==> src/rtl/i2cm_pkg.sv <==
package i2cm_pkg;

  typedef enum logic [2:0] {
    ST_IDLE,
    ST_START,
    ST_RSTART,
    ST_STOP,
    ST_BIT,
    ST_ACKRX,
    ST_ACKTX
  } seq_st_t;

  localparam int REQ_W      = 4;
  localparam int REQ_START  = 0;
  localparam int REQ_RSTART = 1;
  localparam int REQ_STOP   = 2;
  localparam int REQ_ACK    = 3;

  localparam logic [1:0] Q0 = 2'd0;
  localparam logic [1:0] Q1 = 2'd1;
  localparam logic [1:0] Q2 = 2'd2;
  localparam logic [1:0] Q3 = 2'd3;

endpackage

==> src/rtl/i2cm_sync.sv <==
module i2cm_sync #(
  parameter int W      = 2,
  parameter int STAGES = 2
) (
  input  logic         clk,
  input  logic         rst_n,
  input  logic [W-1:0] d,
  output logic [W-1:0] q
);

  logic [STAGES-1:0][W-1:0] pipe;

  genvar g;
  generate
    for (g = 0; g < STAGES; g++) begin : g_stage
      if (g == 0) begin : g_first
        always_ff @(posedge clk or negedge rst_n) begin
          if (!rst_n) pipe[0] <= '1;
          else        pipe[0] <= d;
        end
      end else begin : g_next
        always_ff @(posedge clk or negedge rst_n) begin
          if (!rst_n) pipe[g] <= '1;
          else        pipe[g] <= pipe[g-1];
        end
      end
    end
  endgenerate

  assign q = pipe[STAGES-1];

endmodule

==> src/rtl/i2cm_qdiv.sv <==
module i2cm_qdiv #(
  parameter int DIV_W = 8
) (
  input  logic             clk,
  input  logic             rst_n,
  input  logic             run,
  input  logic [DIV_W-1:0] div_val,
  output logic             qtick
);

  logic [DIV_W-1:0] cnt_q, cnt_n;

  assign qtick = run && (cnt_q == '0);

  always_comb begin
    if (!run || (cnt_q == '0)) cnt_n = div_val;
    else                       cnt_n = cnt_q - 1'b1;
  end

  always_ff @(posedge clk or negedge rst_n) begin
    if (!rst_n) cnt_q <= '0;
    else        cnt_q <= cnt_n;
  end

endmodule

==> src/rtl/i2cm_shifter.sv <==
module i2cm_shifter #(
  parameter int W = 8
) (
  input  logic         clk,
  input  logic         rst_n,
  input  logic         load,
  input  logic         shift,
  input  logic [W-1:0] din,
  output logic         msb
);

  logic [W-1:0] sr_q, sr_n;

  always_comb begin
    sr_n = sr_q;
    if (load)       sr_n = din;
    else if (shift) sr_n = {sr_q[W-2:0], 1'b0};
  end

  always_ff @(posedge clk or negedge rst_n) begin
    if (!rst_n) sr_q <= '0;
    else        sr_q <= sr_n;
  end

  assign msb = sr_q[W-1];

endmodule

==> src/rtl/i2cm_bus_mon.sv <==
module i2cm_bus_mon #(
  parameter int STAGES = 2
) (
  input  logic clk,
  input  logic rst_n,
  input  logic sda_i,
  input  logic scl_i,
  output logic sda_s,
  output logic scl_s,
  output logic stop_det,
  output logic bus_s,
  output logic bus_p,
  output logic bus_free
);

  logic [1:0] raw;
  logic [1:0] synced;
  logic       sda_prev_q;
  logic       start_det;
  logic       s_n, p_n;

  assign raw = {scl_i, sda_i};

  i2cm_sync #(.W(2), .STAGES(STAGES)) u_sync (
    .clk   (clk),
    .rst_n (rst_n),
    .d     (raw),
    .q     (synced)
  );

  assign sda_s = synced[0];
  assign scl_s = synced[1];

  assign start_det = scl_s &&  sda_prev_q && !sda_s;
  assign stop_det  = scl_s && !sda_prev_q &&  sda_s;

  always_comb begin
    s_n = bus_s;
    p_n = bus_p;
    if (start_det) begin
      s_n = 1'b1;
      p_n = 1'b0;
    end else if (stop_det) begin
      s_n = 1'b0;
      p_n = 1'b1;
    end
  end

  always_ff @(posedge clk or negedge rst_n) begin
    if (!rst_n) begin
      sda_prev_q <= 1'b1;
      bus_s      <= 1'b0;
      bus_p      <= 1'b0;
    end else begin
      sda_prev_q <= sda_s;
      bus_s      <= s_n;
      bus_p      <= p_n;
    end
  end

  assign bus_free = bus_p || (!bus_s && !bus_p);

endmodule

==> src/rtl/i2cm_arb_master.sv <==
module i2cm_arb_master
  import i2cm_pkg::*;
#(
  parameter int DIV_W  = 8,
  parameter int DATA_W = 8
) (
  input  logic              clk,
  input  logic              rst_n,
  input  logic              sda_i,
  input  logic              scl_i,
  output logic              sda_oe,
  output logic              scl_oe,
  input  logic [DIV_W-1:0]  div_val,
  input  logic              start_go,
  input  logic              rstart_go,
  input  logic              stop_go,
  input  logic              ack_go,
  input  logic              ack_val,
  input  logic              wr_en,
  input  logic [DATA_W-1:0] wr_data,
  input  logic              bcl_clr,
  input  logic              ev_clr,
  output logic [3:0]        req_pend,
  output logic              busy,
  output logic              buf_full,
  output logic              ack_rx,
  output logic              bcl_flag,
  output logic              ev_flag,
  output logic              bus_s,
  output logic              bus_p,
  output logic              bus_free
);

  localparam int               CNT_W    = (DATA_W > 1) ? $clog2(DATA_W) : 1;
  localparam logic [CNT_W-1:0] LAST_BIT = CNT_W'(DATA_W - 1);

  seq_st_t          st_q, st_n;
  logic [1:0]       q_q, q_n;
  logic [CNT_W-1:0] bcnt_q, bcnt_n;
  logic             sda_q, sda_n;
  logic             scl_q, scl_n;
  logic [REQ_W-1:0] req_q, req_n;
  logic             buf_q, buf_n;
  logic             ackv_q, ackv_n;
  logic             ackrx_q, ackrx_n;
  logic             bcl_q, bcl_n;
  logic             ev_q, ev_n;

  logic             sda_s, scl_s, stop_det;
  logic             qtick;
  logic             seq_run;
  logic             ld, sh, tx_msb;
  logic             coll, done;

  i2cm_bus_mon #(.STAGES(2)) u_mon (
    .clk      (clk),
    .rst_n    (rst_n),
    .sda_i    (sda_i),
    .scl_i    (scl_i),
    .sda_s    (sda_s),
    .scl_s    (scl_s),
    .stop_det (stop_det),
    .bus_s    (bus_s),
    .bus_p    (bus_p),
    .bus_free (bus_free)
  );

  assign seq_run = (st_q != ST_IDLE);

  i2cm_qdiv #(.DIV_W(DIV_W)) u_div (
    .clk     (clk),
    .rst_n   (rst_n),
    .run     (seq_run),
    .div_val (div_val),
    .qtick   (qtick)
  );

  i2cm_shifter #(.W(DATA_W)) u_shf (
    .clk   (clk),
    .rst_n (rst_n),
    .load  (ld),
    .shift (sh),
    .din   (wr_data),
    .msb   (tx_msb)
  );

  // Sequencer: launch in idle, then one action per quarter tick.
  always_comb begin
    st_n    = st_q;
    q_n     = q_q;
    bcnt_n  = bcnt_q;
    sda_n   = sda_q;
    scl_n   = scl_q;
    req_n   = req_q;
    buf_n   = buf_q;
    ackv_n  = ackv_q;
    ackrx_n = ackrx_q;
    bcl_n   = bcl_q;
    ev_n    = ev_q;
    ld      = 1'b0;
    sh      = 1'b0;
    coll    = 1'b0;
    done    = 1'b0;

    if (bcl_clr)  bcl_n = 1'b0;
    if (ev_clr)   ev_n  = 1'b0;
    if (stop_det) ev_n  = 1'b1;

    if (st_q == ST_IDLE) begin
      q_n = Q0;
      if (start_go && !bcl_q) begin
        st_n             = ST_START;
        req_n[REQ_START] = 1'b1;
      end else if (rstart_go && !bcl_q) begin
        st_n              = ST_RSTART;
        req_n[REQ_RSTART] = 1'b1;
      end else if (stop_go) begin
        st_n            = ST_STOP;
        req_n[REQ_STOP] = 1'b1;
      end else if (ack_go) begin
        st_n           = ST_ACKTX;
        req_n[REQ_ACK] = 1'b1;
        ackv_n         = ack_val;
      end else if (wr_en) begin
        st_n   = ST_BIT;
        ld     = 1'b1;
        buf_n  = 1'b1;
        bcnt_n = '0;
      end
    end else if (qtick) begin
      q_n = q_q + 2'd1;
      case (st_q)
        ST_START: begin
          case (q_q)
            Q0: begin sda_n = 1'b0; scl_n = 1'b0; end
            Q1: if (scl_s && !sda_s) coll = 1'b1;
            Q2: sda_n = 1'b1;
            default: begin scl_n = 1'b1; done = 1'b1; end
          endcase
        end
        ST_RSTART: begin
          case (q_q)
            Q0: sda_n = 1'b0;
            Q1: scl_n = 1'b0;
            Q2: if (scl_s && !sda_s) coll = 1'b1;
                else                 sda_n = 1'b1;
            default: begin scl_n = 1'b1; done = 1'b1; end
          endcase
        end
        ST_STOP: begin
          case (q_q)
            Q0: begin scl_n = 1'b1; sda_n = 1'b1; end
            Q1: scl_n = 1'b0;
            Q2: sda_n = 1'b0;
            default: if (scl_s && !sda_s) coll = 1'b1;
                     else                 done = 1'b1;
          endcase
        end
        ST_BIT: begin
          case (q_q)
            Q0: begin scl_n = 1'b1; sda_n = !tx_msb; end
            Q1: scl_n = 1'b0;
            Q2: if (tx_msb && scl_s && !sda_s) coll = 1'b1;
            default: begin
              scl_n = 1'b1;
              sh    = 1'b1;
              if (bcnt_q == LAST_BIT) begin
                st_n   = ST_ACKRX;
                buf_n  = 1'b0;
                bcnt_n = '0;
              end else begin
                bcnt_n = bcnt_q + 1'b1;
              end
            end
          endcase
        end
        ST_ACKRX: begin
          case (q_q)
            Q0: begin scl_n = 1'b1; sda_n = 1'b0; end
            Q1: scl_n = 1'b0;
            Q2: ackrx_n = sda_s;
            default: begin scl_n = 1'b1; done = 1'b1; end
          endcase
        end
        ST_ACKTX: begin
          case (q_q)
            Q0: begin scl_n = 1'b1; sda_n = !ackv_q; end
            Q1: scl_n = 1'b0;
            Q2: if (ackv_q && scl_s && !sda_s) coll = 1'b1;
            default: begin scl_n = 1'b1; sda_n = 1'b0; done = 1'b1; end
          endcase
        end
        default: st_n = ST_IDLE;
      endcase
    end

    if (coll) begin
      st_n  = ST_IDLE;
      q_n   = Q0;
      sda_n = 1'b0;
      scl_n = 1'b0;
      req_n = '0;
      buf_n = 1'b0;
      bcl_n = 1'b1;
    end else if (done) begin
      st_n  = ST_IDLE;
      q_n   = Q0;
      req_n = '0;
      ev_n  = 1'b1;
    end
  end

  always_ff @(posedge clk or negedge rst_n) begin
    if (!rst_n) begin
      st_q    <= ST_IDLE;
      q_q     <= Q0;
      bcnt_q  <= '0;
      sda_q   <= 1'b0;
      scl_q   <= 1'b0;
      req_q   <= '0;
      buf_q   <= 1'b0;
      ackv_q  <= 1'b0;
      ackrx_q <= 1'b1;
      bcl_q   <= 1'b0;
      ev_q    <= 1'b0;
    end else begin
      st_q    <= st_n;
      q_q     <= q_n;
      bcnt_q  <= bcnt_n;
      sda_q   <= sda_n;
      scl_q   <= scl_n;
      req_q   <= req_n;
      buf_q   <= buf_n;
      ackv_q  <= ackv_n;
      ackrx_q <= ackrx_n;
      bcl_q   <= bcl_n;
      ev_q    <= ev_n;
    end
  end

  assign sda_oe   = sda_q;
  assign scl_oe   = scl_q;
  assign req_pend = req_q;
  assign busy     = seq_run;
  assign buf_full = buf_q;
  assign ack_rx   = ackrx_q;
  assign bcl_flag = bcl_q;
  assign ev_flag  = ev_q;

endmodule

==> config.mk <==
export PLATFORM = sky130hd
export DESIGN_NAME = i2cm_arb_master
export DESIGN_NICKNAME = d
export VERILOG_FILES = /design/src/rtl/i2cm_pkg.sv /design/src/rtl/i2cm_sync.sv /design/src/rtl/i2cm_qdiv.sv /design/src/rtl/i2cm_shifter.sv /design/src/rtl/i2cm_bus_mon.sv /design/src/rtl/i2cm_arb_master.sv
export SDC_FILE = /design/constraint.sdc
export NUM_CORES = 1
export LEC_CHECK = 0
export BUFFER_PORTS_ARGS = -buffer_cell sky130_fd_sc_hd__buf_2
export CELL_PAD_IN_SITES_DETAIL_PLACEMENT = 0
export CELL_PAD_IN_SITES_GLOBAL_PLACEMENT = 1
export CORE_MARGIN = 2
export CORE_UTILIZATION = 35
export DETAILED_ROUTE_END_ITERATION = 10
export HOLD_SLACK_MARGIN = 0.12
export PLACE_DENSITY_LB_ADDON = 0.3
export SLEW_MARGIN = 30
export SYNTH_ARGS = -nofsm -noshare
export SYNTH_HDL_FRONTEND = slang
export SYNTH_SLANG_ARGS = --single-unit
==> constraint.sdc <==
create_clock -name clk -period 2.3 [get_ports clk]
set_clock_uncertainty 0.2 [all_clocks]
set_input_delay 0.69 -clock clk [delete_from_list [all_inputs] [get_ports clk]]
set_output_delay 0.69 -clock clk [all_outputs]
set_load 0.02 [all_outputs]
---- Yosys cells after proc, flatten, opt, wreduce, memory -nomap -nowiden ----
Index checks and enable logic that the tools add are counted.
word-level totals
  bits in registers ....................... 42
  input bits .............................. 28
  output and inout bits ................... 14
  logic and storage cells ................. 234
cells by class
  $add $sub $neg .......................... 3
  equality and inequality tests ........... 40
  muxes and demuxes ....................... 105
  bitwise operators ....................... 4
  reductions and logical operators ........ 61
operators with widths
  operator                                                                  number
  3-bit two-way mux                                                         22
  1-bit two-way mux                                                         59
  3-bit inequality test (second input constant)                             13
  3-bit nonzero test                                                        9
  8-bit two-way mux                                                         3
  4-bit inequality test (second input constant)                             5
  1-bit case mux with 2 select lines                                        9
  5-bit AND reduction                                                       3
  1-bit logical AND                                                         13
  3-bit equality test (second input constant)                               4
  4-bit two-way mux                                                         3
  2-bit inequality test (second input constant)                             6
  2-bit nonzero test                                                        6
  2-bit two-way mux                                                         5
  5-bit inequality test (second input constant)                             2
  10-bit AND reduction                                                      1
  9-bit AND reduction                                                       1
  1-bit zero test                                                           8
  8-bit zero test                                                           1
  8-bit by 6-bit inequality test with 1-bit output (second input constant)  1
  4-bit AND reduction                                                       2
  8-bit AND reduction                                                       1
  8-bit by 1-bit subtractor with 8-bit output (second input constant)       1
  7-bit AND reduction                                                       1
  other kinds (26)                                                          34

---- Longest topological paths before layout ----
Gate-level depths: netlist of the first run.
  word-level depth ........................ 9
  mapped depth ............................ 7
  mapped depth without buffers ............ 7

---- Hierarchy ----
A second synthesis of the first run with hierarchy kept.
second synthesis, totals
  cell total of the unflattened synthesis .. 254
  area, all modules ....................... 2514.9 um^2
modules (own cells, without submodules)
  module           instances  cells an instance  area an instance (um^2)  sequential area each (um^2)
  i2cm_arb_master  1          151                1391.3                   476.7
  i2cm_qdiv        1          49                 508.0                    200.2
  i2cm_shifter     1          34                 369.1                    200.2
  i2cm_bus_mon     1          14                 126.4                    76.3
  i2cm_sync        1          6                  120.1                    105.1

---- Worst setup path after synthesis of the first run ----
Ideal clock, no wire load.
  path kind ............................... input port to flip-flop
  from .................................... input stop_go
  to ...................................... register bcnt_q[0]
  library setup time ...................... 0.118 ns
  arrival time ............................ 1.654 ns
  data required time ...................... 1.982 ns
  path slack .............................. 0.328 ns
  stages .................................. 5
  buffers on the path ..................... 1
  cells stage by stage .................... or3b_1 nor3_1 o21ai_1 buf_2 a21o_1
on the way
  word-level cells in the longest chain between the ends .. 2
RTL lines
  what                                    line                    RTL
  start: declaration                      i2cm_arb_master.sv:16   input logic stop_go,
  2-bit inequality test (no source line)  n/a
  8-bit AND reduction (no source line)    n/a
  end signal: assignment                  i2cm_arb_master.sv:229  bcnt_q <= bcnt_n;
  end: declaration                        i2cm_arb_master.sv:39   logic [CNT_W-1:0] bcnt_q, bcnt_n;
No other way between the ends.
A chain may end at the register's enable or synchronous reset.

---- Final worst setup path of the first run ----
  from .................................... register st_q[1]
  to ...................................... output busy
on the way
  word-level cells in the longest chain between the ends .. 1
RTL lines
  what                      line                    RTL
  start: declaration        i2cm_arb_master.sv:37   seq_st_t st_q, st_n;
  start signal: assignment  i2cm_arb_master.sv:227  st_q <= st_n;
  3-bit nonzero test        i2cm_arb_master.sv:68   assign seq_run = (st_q != ST_IDLE);
  end: declaration          i2cm_arb_master.sv:24   output logic busy,
No other way between the ends.

==> run_results.csv, run 1 <==
group,metric,value,unit
sta,fmax,444,MHz
power,peakVddDrop,0.286,mV
placement,portBuffers,41,
setup_path,cpMaxStageDelayCell,"dfrtp_1",
clock_tree,cts_tree,"done",
global_routing,grt_max_degree,23,
sta,worst_slack,50.1,ps
cells_and_area,area_growth,20.9,%
clock_tree,clockBufferDepth,2,
yosys,synth_area_per_cell,9.69,um2
setup_path,crit_arrival,1360,ps
setup_path,required,1410,ps
yosys,synthDistinctLibCells,55,
power,powerDensity,495,mW/mm2
global_routing,grt-ovfl-total,0,
global_routing,antenna_found_initial,0,
power,leakage,1.28,nW
yosys,yosysTopAreaCell,"dfrtp_1",
setup_path,worstSetupPathType,"reg -> out",
job,drv_cap,0,
route,routed_via_density,5.10,
yosys,synth_top_area_share,38.0,%
floorplanning,die_width,86.4,um
floorplanning,coreArea,0.00668,mm2
floorplanning,ios,42,
setup_path,worstPathMaxFanout,7,
placement,dp_slack,108,ps
power,finalPower,1.42,mW
clock_tree,path_clk_slew,80,ps
placement,hpwl,3850,um
yosys,postSynthCellCount,245,
yosys,ys_ff_latch,42,
yosys,synth_nets,280,
sta,setup_violations,0,
sta,rsz0062_at_grt,"no",
cells_and_area,diodes,0,
yosys,async_reset_ff_share,100,%
global_routing,grt_use_total,15.2,%
route,vias,1942,
yosys,synth-warning-count,0,
clock_tree,clock_latency,290,ps
route,dr.pass1.iters,4,
clock_tree,numCtsBuffers,5,
run_status,outcome,"finished clean",
clock_tree,htreeDepth,2,
setup_path,reg2regPathDepth,6,
sta,holdWs,158,ps
global_routing,grt_pass1_wl,9050,um
yosys,synth-edff-count,0,
floorplanning,start_util,35.5,%
yosys,ys_top_cells_by_count,"36 x dfrtp_1, 33 x nand2_1, 19 x nor2_1",
yosys,ys.flop_type,"dfrtp_1",
setup_path,end_kind,"output pin",
floorplanning,die_area,0.00746,mm2
floorplanning,rows,30,
route,routed_wl,5110,um
clock_tree,clock-root-buffer,"clkbuf_8",
setup_path,worstPathCellList,"or2_4, nor2_8, inv_4, buf_2",
sta,min_period,2250,ps
placement,place_congestion,0.807,
yosys,synth.most_common_cell,"dfrtp_1",
cells_and_area,final_cell_area,0.00287,mm2
sta,fin_crit_sh,97.8,%
route,drc,0,
cells_and_area,drive_above_1_share,29.2,%
sta,finalHoldViolations,0,
setup_path,cp_slowest_stage_delay,440,ps
route,wire_per_inst,13.4,um
yosys,synth_area,0.00237,mm2
cells_and_area,nets,335,
cells_and_area,fillCellCount,680,
route,postRouteAntennaNets,0,
sta,fin_setup_tns,0,ps
yosys,netlist_top_cells_area,"dfrtp_1 38%, dfstp_2 6.6%, nand2_1 5.2%, mux2i_1 3.8%, ha_1 3.7%",
yosys,seq_area_frac_synth,44.6,%
global_routing,grt_pass1_vias,1933,
floorplanning,die_y,86.4,um
route,drt_iter0_markers,79,
worst_hold_path,hold_class,"in -> async",
placement,placedInstanceArea,0.00273,mm2
setup_path,start_kind,"flip-flop",
sta,timing.slew.headroom,65.3,%
clock_tree,clock_sinks,42,
sta,tightest_slew,513,ps
sta,timing.final.max_slew_violations,0,
-- worst max-delay path: cells and delay by family (launching register included) --
| kind | cells | cell delay, ps |
|---|---|---|
| DFF | 1 | 440 |
| and+or+nand+nor | 2 | 400 |
| buffers and inverters | 2 | 230 |
-- through the flow --
step | util (%) | cells
after global routing | 43.0 | 381
after CTS | 42.5 | 377
final | 43.0 | 381
after floorplan | - | 245
after global placement | 40.9 | 369
after detailed placement | 40.9 | 369
-- worst paths after layout --
path	startpoint	endpoint	slack, ps
min reg2reg	u_mon.u_sync.pipe[1]	u_mon.u_sync.q[1]	160
min	rst_n	u_div.cnt_q[7]	160
max	st_q[1]	busy	50
max reg2reg	q_q[0]	st_q[0]	230
min in group clk	u_mon.u_sync.pipe[1]	u_mon.u_sync.q[1]	160
max in group asynchronous	rst_n	bcnt_q[2]	1140
-- state kept, by name, summed over array words and instances, names as in the netlist --
register	count
sda_oe	1
u_mon.u_sync.q	2
u_shf.sr_q	8
ev_flag	1
ack_rx	1
ackv_q	1
u_div.cnt_q	8
u_mon.bus_s	1
st_q	3
req_pend	4
bcl_flag	1
q_q	2
u_mon.bus_p	1
buf_full	1
bcnt_q	3
u_mon.sda_prev_q	1
u_mon.u_sync.pipe	2
scl_oe	1
-- power by group --
group	internal (mW)	switching, mW	leakage [nW]	total [mW]
Clock	0.319	0.249	0.0579	0.569
Combinational	0.0383	0.0494	0.703	0.0878
Sequential	0.754	0.0101	0.516	0.764
Total	1.11	0.309	1.28	1.42
-- layer usage --
| metal | vias to the layer above | track usage [%] | share of wire [%] |
|---|---|---|---|
| met4 | 0 | 4.26 | 1.3 |
| li1 | 976 | - | - |
| met5 | - | 0 | 0 |
| met3 | 6 | 2.57 | 3.1 |
| met2 | 25 | 24.8 | 48 |
| met1 | 935 | 20.7 | 47 |
-- cell usage in the layout, fill, tap and decap left out, types with 4 or more instances in the layout --
cell and n:
nand2_1 33, nor2b_1 4, a21oi_1 12, nor3_1 6, buf_4 16, o21ai_1 11, o21ai_0 16, clkbuf_8 5
ha_1 7, nand3_1 4, xnor2_1 4, mux2i_1 9, inv_1 10, nor2_1 19, dfrtp_1 35, a31oi_1 4
dfstp_2 6, nand2b_1 6, buf_2 41
-- logic make-up (layout without fill, tap and decap cells) --
kind of cell | after synthesis | in the layout | share of synthesized area (%)
XOR/XNOR | 7 | 7 | 2.58
AND/OR/NAND/NOR | 93 | 93 | 21.9
adder cells (fa/ha/maj) | 7 | 7 | 3.69
AO/OA/AOI/OAI | 64 | 64 | 18.2
buffers and inverters | 21 | 77 | 4.32
flip-flops | 42 | 42 | 44.6
multiplexers | 11 | 11 | 4.74
-- area by class of cell --
class | count | area, um2 | share of cell area [%]
well taps | 80 | 100 | 3.49
multi-input cells | 182 | 1210 | 42.2
flip-flops and latches | 42 | 1060 | 36.9
clock inverters | 3 | 40.0 | 1.39
inverters | 11 | 43.8 | 1.53
repair buffers | 58 | 345 | 12.0
clock buffers | 5 | 68.8 | 2.40
-- timing repair --
| item | CTS | global route |
|---|---|---|
| resized for setup | 1 | 0 |
| gates cloned | 0 | 0 |
| hold buffers | 0 | 0 |
| setup endpoints to repair | 1 | 8 |
| setup buffers | 0 | 4 |
| pin swaps | 0 | 1 |
No activity file was read; power rests on OpenSTA's default activity.
==> run 2: changes to the inputs <==
CTS_BUF_LIST = sky130_fd_sc_hd__clkbuf_2   (was not set)
==> run_results.csv, run 2 (same netlist as run 1, synthesis figures left out) <==
group,metric,value,unit
power,powerDensity,444,mW/mm2
setup_path,reg2regPathDepth,6,
placement,place_congestion,0.807,
setup_path,cp-startpoint,"st_q[0]",
cells_and_area,nets,340,
setup_path,rr_startpoint,"q_q[0]",
sta,min_period,2280,ps
clock_tree,path_clk_slew,220,ps
setup_path,crit_path_end,"busy",
sta,timing.final.max_slew_violations,0,
sta,setup_violations,0,
setup_path,worstSetupPathType,"reg -> out",
cells_and_area,layout_commonest_cell,"buf_2",
floorplanning,coreArea,0.00668,mm2
route,postRouteAntennaNets,0,
power,leakage,1.28,nW
clock_tree,cts_tree,"done",
global_routing,grt_use_total,15.4,%
cells_and_area,fin_util,43.1,%
setup_path,required,1410,ps
sta,fin_setup_tns,0,ps
route,drc,0,
global_routing,grt_pass1_wl,9180,um
setup_path,r2r_slack,210,ps
cells_and_area,area_growth,21.3,%
floorplanning,rows,30,
cells_and_area,mostFrequentLayoutCells,"40 x buf_2, 35 x dfrtp_1, 33 x nand2_1, 19 x nor2_1, 18 x buf_4",
setup_path,crit_arrival,1390,ps
global_routing,grt-ovfl-total,0,
clock_tree,clockBufferDepth,2,
power,finalPower,1.28,mW
clock_tree,clock_sinks,42,
sta,tightest_slew,512,ps
worst_hold_path,hold_class,"reg -> reg",
sta,finalHoldViolations,0,
sta,timing.slew.headroom,65.4,%
floorplanning,start_util,35.5,%
global_routing,grt_pass1_vias,1972,
setup_path,r2r_end,"st_q[0]",
floorplanning,ios,42,
placement,dp_cells,369,
sta,rsz0062_at_grt,"yes",
floorplanning,die_area,0.00746,mm2
placement,hpwl,3850,um
route,dr.pass1.iters,4,
sta,fin_crit_sh,99.2,%
clock_tree,htreeDepth,2,
route,vias,1974,
power,peakVddDrop,0.244,mV
cells_and_area,drive_above_1_share,29.4,%
setup_path,worstPathMaxFanout,2,
global_routing,antenna_found_initial,0,
placement,placedInstanceArea,0.00273,mm2
run_status,outcome,"finished clean",
setup_path,start_kind,"flip-flop",
clock_tree,clock_latency,410,ps
clock_tree,clock-root-buffer,"clkbuf_2",
global_routing,grt_max_degree,23,
route,wire_per_inst,13.5,um
cells_and_area,stdcell_count,386,
cells_and_area,diodes,0,
floorplanning,die_y,86.4,um
floorplanning,die_width,86.4,um
clock_tree,numCtsBuffers,5,
placement,portBuffers,41,
cells_and_area,final_cell_area,0.00288,mm2
sta,fmax,438,MHz
route,drt_iter0_markers,85,
job,drv_cap,0,
setup_path,end_kind,"output pin",
route,routed_via_density,5.11,
route,routed_wl,5210,um
-- run 2: worst min path at each step --
stage	start	to	slack, ps	cells past startpoint
floorplan	u_mon.u_sync.pipe[0]	u_mon.u_sync.q[0]	150	0
global placement	u_mon.u_sync.pipe[0]	u_mon.u_sync.q[0]	150	0
detailed placement	u_mon.u_sync.pipe[1]	u_mon.u_sync.q[1]	150	0
CTS	u_mon.u_sync.pipe[1]	u_mon.u_sync.q[1]	170	0
global route	u_mon.u_sync.pipe[1]	u_mon.u_sync.q[1]	180	0
finish	u_mon.u_sync.pipe[1]	u_mon.u_sync.q[1]	170	0
-- run 2: layout make-up --
| cell class | count | area (um2) |
|---|---|---|
| fillers | 686 | 3800 |
| multi-input cells | 182 | 1210 |
| flip-flops and latches | 42 | 1060 |
| repair buffers | 63 | 397 |
| well taps | 80 | 100 |
| inverters | 11 | 46.3 |
| clock inverters | 3 | 40.0 |
| clock buffers | 5 | 25.0 |
-- run 2: power breakdown --
group	total, mW	switching [mW]	internal [mW]
Clock	0.423	0.242	0.180
Combinational	0.0917	0.0500	0.0417
Sequential	0.766	0.0102	0.755
Total	1.28	0.302	0.977
-- run 2: metal layers --
metal	GRT usage [%]	wire length, um	up-vias
li1	-	-	985
met1	20.7	2430	950
met2	25.0	2520	31
met3	2.67	171	8
met4	5.82	96	0
met5	0	0	-
-- run 2: repair_timing --
| action | CTS | global route |
|---|---|---|
| setup endpoints to repair | 1 | 10 |
| pin swaps | 2 | 2 |
| endpoints found under the hold margin | 16 | 0 |
| hold buffers | 3 | 0 |
| gates resized for setup | 4 | 0 |
| buffers inserted | 4 | 2 |
-- run 2: worst max-delay path, stage by stage (launching register included) --
cell and delay [ps]:
dfrtp_2 460, or2_4 260, nor2_8 110, inv_6 40
buf_6 120
-- run 2: per-stage QoR --
stage / hold WS (ps) / setup slack (ps)
2_1_floorplan: 145 / 328
3_3_place_gp: 146 / 116
3_5_place_dp: 147 / 108
4_1_cts: 173 / -38.3
5_1_grt: 177 / -48.9
6_report: 172 / 18.3
==> run 3: changes to the inputs <==
clock period = 2.8 ns   (was 2.3 ns; I/O delays follow)
==> run_results.csv, run 3 (same netlist as run 1, synthesis figures left out) <==
group,metric,value,unit
run_status,outcome,"finished clean",
sta,min_period,2640,ps
job,drv_cap,0,
global_routing,gr-max-usage-layer,"met2",
floorplanning,coreArea,0.00668,mm2
setup_path,reg2regPathDepth,7,
power,p_clk_share,25.9,%
setup_path,rr_startpoint,"q_q[0]",
cells_and_area,layout_commonest_cell,"buf_2",
cells_and_area,area_growth,14.2,%
sta,tightest_slew,630,ps
global_routing,use_met1,21.9,%
setup_path,end_kind,"output pin",
sta,holdWs,169,ps
global_routing,use_met3,2.95,%
sta,fin_setup_tns,0,ps
sta,fin_crit_sh,94.2,%
worst_hold_path,hold_class,"in -> async",
setup_path,r2r_end,"st_q[2]",
global_routing,grt_pass1_vias,1810,
global_routing,grt-ovfl-total,0,
global_routing,globalRouteMet2Util,22.8,%
power,powerDensity,348,mW/mm2
route,drt_iter0_markers,94,
floorplanning,rows,30,
clock_tree,path_clk_slew,190,ps
power,leakage,1.19,nW
power,p_sw_share,24.6,%
clock_tree,clock_sinks,42,
route,dr.pass1.iters,4,
placement,place_congestion,0.765,
floorplanning,die_width,86.4,um
route,routed_wl,5010,um
sta,setup_violations,0,
placement,hpwl,3740,um
clock_tree,cts_tree,"done",
setup_path,cpMaxStageDelayCell,"dfrtp_1",
setup_path,start_kind,"flip-flop",
clock_tree,clock_latency,380,ps
route,wire_per_inst,13.5,um
clock_tree,cts_resized,0,
cells_and_area,nets,325,
route,routed_via_density,5.09,
floorplanning,ios,42,
power,internal_power,0.713,mW
sta,rsz0062_at_grt,"no",
floorplanning,die_area,0.00746,mm2
global_routing,antenna_found_initial,0,
clock_tree,htreeDepth,2,
setup_path,worstPathMaxFanout,16,
sta,timing.slew.headroom,58.0,%
cells_and_area,mostFrequentLayoutCells,"41 x buf_2, 36 x dfrtp_1, 33 x nand2_1, 19 x nor2_1, 16 x o21ai_0",
cells_and_area,drive_above_1_share,26.1,%
clock_tree,clockBufferDepth,2,
global_routing,grt_use_total,15.1,%
power,switching_power,0.232,mW
floorplanning,start_util,35.5,%
floorplanning,die_y,86.4,um
global_routing,grt_max_degree,22,
cells_and_area,diodes,0,
setup_path,required,1760,ps
clock_tree,clock-root-buffer,"clkbuf_2",
placement,portBuffers,41,
clock_tree,numCtsBuffers,5,
route,postRouteAntennaNets,0,
route,vias,1890,
clock_tree,cts_hold_buffers,0,
sta,timing.final.max_slew_violations,0,
global_routing,grt_pass1_wl,8890,um
route,drc,0,
setup_path,cp_slowest_stage_delay,790,ps
power,seq_power_share,66.6,%
setup_path,crit_arrival,1600,ps
setup_path,worstSetupPathType,"reg -> out",
sta,finalHoldViolations,0,
power,power_frac_comb,7.5,%
setup_path,r2r_slack,520,ps
sta,fmax,379,MHz
setup_path,worstPathCellList,"nor2_8, inv_4, buf_2",
clock_tree,cts_setup_buffers,0,
power,peakVddDrop,0.205,mV
-- run 3: per-layer routing --
metal | vias up | part of all wire, %
li1 | 958 | -
met1 | 895 | 48
met2 | 32 | 47
met3 | 5 | 3.8
met4 | 0 | 0.94
met5 | - | 0
-- run 3: power by group through the flow --
stage / Combinational (mW) / Clock (mW) / Sequential (mW)
final: 0.0708 / 0.245 / 0.629
after global routing: 0.0805 / 0.288 / 0.632
after CTS: 0.0730 / 0.267 / 0.629
after detailed placement: 0.0729 / 0 / 0.640
after global placement: 0.0723 / 0 / 0.640
after floorplan: 0.0201 / 0 / 0.645
-- run 3: how the worst max path moves through the flow --
stage	start	to	cells after the start
after floorplan	stop_go	bcnt_q[0]	5
after global placement	stop_go	u_shf.sr_q[0]	7
after detailed placement	stop_go	u_shf.sr_q[0]	7
after CTS	st_q[2]	busy	3
after global routing	st_q[2]	busy	3
final	st_q[2]	busy	3
-- run 3: metrics by stage --
step / total power [mW] / util, % / setup WS [ps] / area, um2 / cells
floorplan: 0.665 / - / 678 / 2370 / 245
detailed placement: 0.713 / 40.0 / 325 / 2670 / 363
CTS: 0.969 / 40.6 / 119 / 2710 / 371
finish: 0.945 / 40.6 / 163 / 2710 / 371
global route: 1.00 / 40.6 / 3.14 / 2710 / 371
global placement: 0.712 / 40.0 / 353 / 2670 / 363
-- run 3: worst max-delay path, delay by kind of cell (launching register included) --
kind                   cells  cell delay (ps)
buffers and inverters      2              310
flip-flops                 1              790
AND/OR/NAND/NOR            1              120
-- run 3: final cells by class --
cell class	count	area, um2
Tap cell	80	100
Timing Repair Buffer	48	258
Multi-Input combinational cell	182	1210
Fill cell	697	3970
Clock buffer	6	30.0
Sequential cell	42	1060
Clock inverter	2	8.76
Inverter	11	43.8
